==> src/rtl/vliw_link_xbar.sv <==
module vliw_link_xbar #(
  parameter int DW  = 16,
  parameter int NRD = 4,
  parameter int NFU = 3,
  parameter int NWR = 3,
  parameter int CW  = 16,
  parameter logic [2*NFU*NRD-1:0] OP_MASK = '1,
  parameter logic [NWR*NFU-1:0]   WR_MASK = '1,
  localparam int NLINK = 2*NFU*NRD + NWR*NFU,
  localparam int IW = $clog2(NLINK)
) (
  input  logic                  clk,
  input  logic                  rst_n,
  input  logic [NRD*DW-1:0]     rd_data,
  input  logic [2*NFU*NRD-1:0]  opnd_sel,
  input  logic [2*NFU-1:0]      opnd_en,
  output logic [2*NFU*DW-1:0]   opnd_data,
  input  logic [NFU*DW-1:0]     fu_res,
  input  logic [NWR*NFU-1:0]    wr_sel,
  input  logic [NWR-1:0]        wr_en,
  output logic [NWR*DW-1:0]     wr_data,
  output logic                  sel_err,
  input  logic                  cnt_clr,
  input  logic [IW-1:0]         cnt_idx,
  output logic [CW-1:0]         cnt_val
);
  localparam int NOP  = 2*NFU;
  localparam int NOPL = NOP*NRD;
  localparam logic [NLINK-1:0] LMASK = {WR_MASK, OP_MASK};
  localparam logic [IW-1:0] LAST = IW'(NLINK-1);

  function automatic int first_set(input logic [NFU-1:0] m);
    for (int i = NFU-1; i >= 0; i--) if (m[i]) first_set = i;
  endfunction

  always_comb begin
    opnd_data = '0;
    for (int o = 0; o < NOP; o++)
      for (int r = 0; r < NRD; r++)
        if (OP_MASK[o*NRD+r] && opnd_sel[o*NRD+r])
          opnd_data[o*DW +: DW] |= rd_data[r*DW +: DW];
  end

  for (genvar w = 0; w < NWR; w++) begin : g_res
    logic [DW-1:0] res;
    if ($countones(WR_MASK[w*NFU +: NFU]) == 1) begin : g_wire
      assign res = fu_res[first_set(WR_MASK[w*NFU +: NFU])*DW +: DW];
    end else begin : g_mux
      always_comb begin
        res = '0;
        for (int f = 0; f < NFU; f++)
          if (WR_MASK[w*NFU+f] && wr_sel[w*NFU+f]) res |= fu_res[f*DW +: DW];
      end
    end
    assign wr_data[w*DW +: DW] = res;
  end

  logic bad;
  always_comb begin
    bad = 1'b0;
    for (int o = 0; o < NOP; o++)
      if (opnd_en[o] && (!$onehot(opnd_sel[o*NRD +: NRD]) ||
          |(opnd_sel[o*NRD +: NRD] & ~OP_MASK[o*NRD +: NRD]))) bad = 1'b1;
    for (int w = 0; w < NWR; w++)
      if (wr_en[w] && (!$onehot(wr_sel[w*NFU +: NFU]) ||
          |(wr_sel[w*NFU +: NFU] & ~WR_MASK[w*NFU +: NFU]))) bad = 1'b1;
  end

  always_ff @(posedge clk or negedge rst_n)
    if (!rst_n) sel_err <= 1'b0;
    else        sel_err <= sel_err | bad;

  logic [NLINK-1:0] go;
  for (genvar l = 0; l < NOPL; l++) begin : g_go_op
    assign go[l] = opnd_sel[l] & opnd_en[l/NRD] & LMASK[l];
  end
  for (genvar k = 0; k < NWR*NFU; k++) begin : g_go_wr
    assign go[NOPL+k] = wr_sel[k] & wr_en[k/NFU] & LMASK[NOPL+k];
  end

  logic [CW-1:0] cnt [NLINK];
  for (genvar l = 0; l < NLINK; l++) begin : g_cnt
    always_ff @(posedge clk or negedge rst_n)
      if (!rst_n)                    cnt[l] <= '0;
      else if (cnt_clr)              cnt[l] <= '0;
      else if (go[l] && ~&cnt[l])    cnt[l] <= cnt[l] + 1'b1;
  end

  assign cnt_val = (cnt_idx <= LAST) ? cnt[cnt_idx] : '0;
endmodule

==> config.mk <==
export PLATFORM = sky130hd
export DESIGN_NAME = vliw_link_xbar
export DESIGN_NICKNAME = d
export VERILOG_FILES = /design/src/rtl/vliw_link_xbar.sv
export SDC_FILE = /design/constraint.sdc
export NUM_CORES = 2
export LEC_CHECK = 0
export BUFFER_PORTS_ARGS = -buffer_cell sky130_fd_sc_hd__buf_4
export CAP_MARGIN = 40
export CORE_MARGIN = 10
export CORE_UTILIZATION = 45
export CTS_CLUSTER_SIZE = 14
export DETAILED_ROUTE_END_ITERATION = 7
export GPL_TIMING_DRIVEN = 0
export PLACE_DENSITY = 0.66
export SYNTH_ARGS = -nofsm -noshare
export SYNTH_HDL_FRONTEND = slang
export SYNTH_SLANG_ARGS = --single-unit
==> constraint.sdc <==
create_clock -name clk -period 3.3 [get_ports clk]
set_input_delay 0.66 -clock clk [delete_from_list [all_inputs] [get_ports clk]]
set_output_delay 0.66 -clock clk [all_outputs]
set_load 0.1 [all_outputs]
==> impl_metrics.csv <==
group,metric,value,unit
critical_path,max_stage_delay,350,ps
critical_path,ff2ff_setup_slack,890,ps
placement,dpl.cell_count,5404,
finish,final_layout_size_suffix_gt1_share,17.15,%
critical_path,crit_top_cell,"buf_12",
floorplanning,core,78870,µm²
floorplanning,rows,103,
yosys,synth-compound-area-share,13.60,%
route,drt_drc_violations_left,0,
power,cellPowerDensity,409.2,nW/µm²
yosys,synth_flop_cell,"dfrtp_1",
yosys,synth_fa_ha_area_share,2.080,%
yosys,ys_seq_area_share,37.04,%
yosys,ys_top_cells_by_area,"dfrtp_1 (37%), xnor2_1 (6.9%), nor2_1 (5.8%), a22oi_1 (4.5%), mux2i_1 (4.5%)",
clocking,cts_tree,"built",
finish,n_fill_cell,7102,
global_route,grt.overflow.total,0,
critical_path,ff2ff_path_depth,7,
timing,max_freq,300.0,MHz
yosys,synth_top_family_by_area,"simple AND/OR/NAND/NOR gates",
clocking,clkSinkCount,529,
clocking,clk_latency,620,ps
critical_path,worstPathMaxFanout,10,
finish,fin_area,43670,µm²
yosys,synth.mux.area_fraction,8.886,%
global_route,antenna_found_initial,2,
yosys,synth_top_cell_by_area,"dfrtp_1",
hold_path,min_path_type,"in2async",
critical_path,startpoint_type,"input port",
floorplanning,die_area,91080,µm²
critical_path,cp_num_buf_inv,5,
placement,dp.final_hpwl,103600,µm
timing,rsz0062_at_grt,"true",
timing,tightestPinTransition,862.2,ps
critical_path,cp.required,2640,ps
timing,max_slew_margin,42.52,%
placement,dpl-instance-area,39970,µm²
route,drt_iter0_drc,3959,
timing,setup_ws,-32.82,ps
finish,layout_commonest_cell,"nor2_1",
yosys,ys_warn_count,0,
clocking,cts_buffers,66,
outcome,violations,"setup timing",
yosys,yosys_register_bits,529,
critical_path,crit_type,"in2out",
route,first_pass_iters,8,
route,post_drt_wl_per_cell,24.68,µm
yosys,synthCells,4018,
yosys,synth.distinct_cells,83,
finish,final_cells,5524,
yosys,avgSynthCellArea,8.894,µm²
placement,pre_cts_ws,-886.7,ps
critical_path,r2r-start,"cnt[400]",
yosys,synth_top_cell_area_share,37.04,%
floorplanning,die_w,301.8,µm
finish,area_delta_synth_final,22.20,%
timing,timing_hold_violations_final,0,
route,vias,34830,
route,via_per_inst,6.305,
timing,hold_slack,7.490,ps
timing,fin_crit_sh,101.0,%
critical_path,crit_chain,"buf_8 -> buf_12 -> buf_16 -> nand2b_2 -> buf_4 -> o22ai_2 -> a211oi_2 -> a31oi_4 -> buf_12",
yosys,synthSimpleGateAreaFrac,24.34,%
finish,layout_common_cells,"nor2_1 (540), dfrtp_1 (529), nand2_1 (339), buf_4 (308), xnor2_1 (282)",
clocking,cts_hold_buf,0,
power,p_leak,17.30,nW
placement,port_buffers,310,
timing,drv_slew,0,
yosys,synthXorXnorAreaFrac,9.951,%
floorplanning,fp.dieH,301.8,µm
critical_path,critPathCaptureType,"output port",
critical_path,cpMaxStageDelayCell,"o22ai_2",
global_route,grt_max_degree,111,
clocking,clockBufferDepth,3,
clocking,cts.clk_slew.worst_paths,50,ps
yosys,syn_nets,4235,
outcome,status,"complete, but fails checks",
global_route,grt_pass1_vias,32530,
clocking,htreeDepth,3,
run,maxCapViolCount,0,
power,finalPower,17.87,mW
route,antenna_left,0,
finish,nets,4641,
route,drt-total-wl,136300,µm
yosys,synthArstFlopShare,100.0,%
power,peakVddDrop,0.0003347,V
clocking,clock-root-buffer,"clkbuf_16",
placement,gp_congestion,1.034,
timing,min_period,3333,ps
critical_path,path_delay_family,"buffers and inverters",
timing,fin_skew,20.66,ps
floorplanning,pin_count,324,
floorplanning,start_util,45.31,%
global_route,track_usage,28.96,%
critical_path,critPathArrivalTime,2670,ps
yosys,synth_edf_count,0,
global_route,grt_pass1_wl,204400,µm
critical_path,reg2reg_to,"cnt[400]",
timing,setup_viol,6,
yosys,syn-cell-area,35740,µm²
[synth_stat cells, types with 31 or more instances]
cell / number
nor2_1: 551
dfrtp_1: 529
nand2_1: 340
xnor2_1: 282
a22oi_1: 215
nand3_1: 196
clkbuf_1: 173
mux2i_1: 159
nand4_1: 141
a21oi_1: 140
xor2_1: 124
nor3_1: 119
inv_1: 116
a211oi_1: 70
and3_1: 65
nor4_1: 65
mux4_2: 64
and4_1: 56
o21ai_0: 53
a222oi_1: 48
ha_1: 45
or3_1: 33
buf_2: 31
[what timing repair did]
| item | CTS | global route |
|---|---|---|
| setup endpoints to repair | 23 | 30 |
| resized for setup | 262 | 27 |
| setup buffers | 3 | 5 |
| pin swaps | 20 | 9 |
| gates cloned | 2 | 0 |
[cell type report]
type | instances | area (µm²) | area share [%]
antenna | 3 | 7.507 | 0.01719
buffer | 233 | 1297 | 2.971
clock buffer | 92 | 1963 | 4.495
clock inverter | 23 | 336.6 | 0.7707
inverter | 116 | 435.4 | 0.9971
multi-input combinational | 3130 | 22080 | 50.57
sequential | 529 | 13240 | 30.31
tap | 1050 | 1314 | 3.008
timing repair buffer | 348 | 2995 | 6.859
[cell families (layout without fill, tap and decap cells)]
group | after synthesis | after routing
xor+xnor | 406 | 406
fa+ha+maj | 54 | 54
flops | 529 | 529
other cells | 0 | 3
mux | 234 | 234
buf+inv | 359 | 812
compound gates | 688 | 688
simple gates | 1748 | 1748
[how the worst max path moves through the flow]
stage / from / to / cells past startpoint
floorplan: cnt_idx[0] / cnt_val[14] / 8
global placement: rst_n / cnt[131] / 1
detailed placement: cnt_idx[1] / cnt_val[4] / 10
CTS: cnt_idx[0] / cnt_val[14] / 9
global route: cnt_idx[0] / cnt_val[8] / 10
finish: cnt_idx[0] / cnt_val[3] / 9
[state kept, by name, summed over array words and instances (netlist names)]
name     count
cnt        528
sel_err      1
[power breakdown]
part	leakage, nW	switching [mW]	internal [mW]	total (mW)
combinational	8.82	2.59	0.916	3.51
sequential	7.36	0.0858	6.54	6.62
clock	1.13	2.97	4.77	7.74
[metrics by stage]
step | setup TNS (ps) | utilization [%]
6_report | -110.0 | 55.37
5_1_grt | -187.1 | 55.36
4_1_cts | 0 | 55.16
3_5_place_dp | -13630 | 50.67
3_3_place_gp | -2318390 | 50.24
2_1_floorplan | -242.9 | -
[routing by layer]
| metal | vias up | global-route usage [%] | wire length, µm |
|---|---|---|---|
| li1 | 15560 | - | - |
| met2 | 1853 | 44.62 | 60810 |
| met4 | 2 | 11.79 | 6052 |
| met1 | 17080 | 39.56 | 56710 |
| met3 | 325 | 5.783 | 12760 |
| met5 | - | 0 | 7 |
Note: power is estimated with default switching activity, not from simulation.
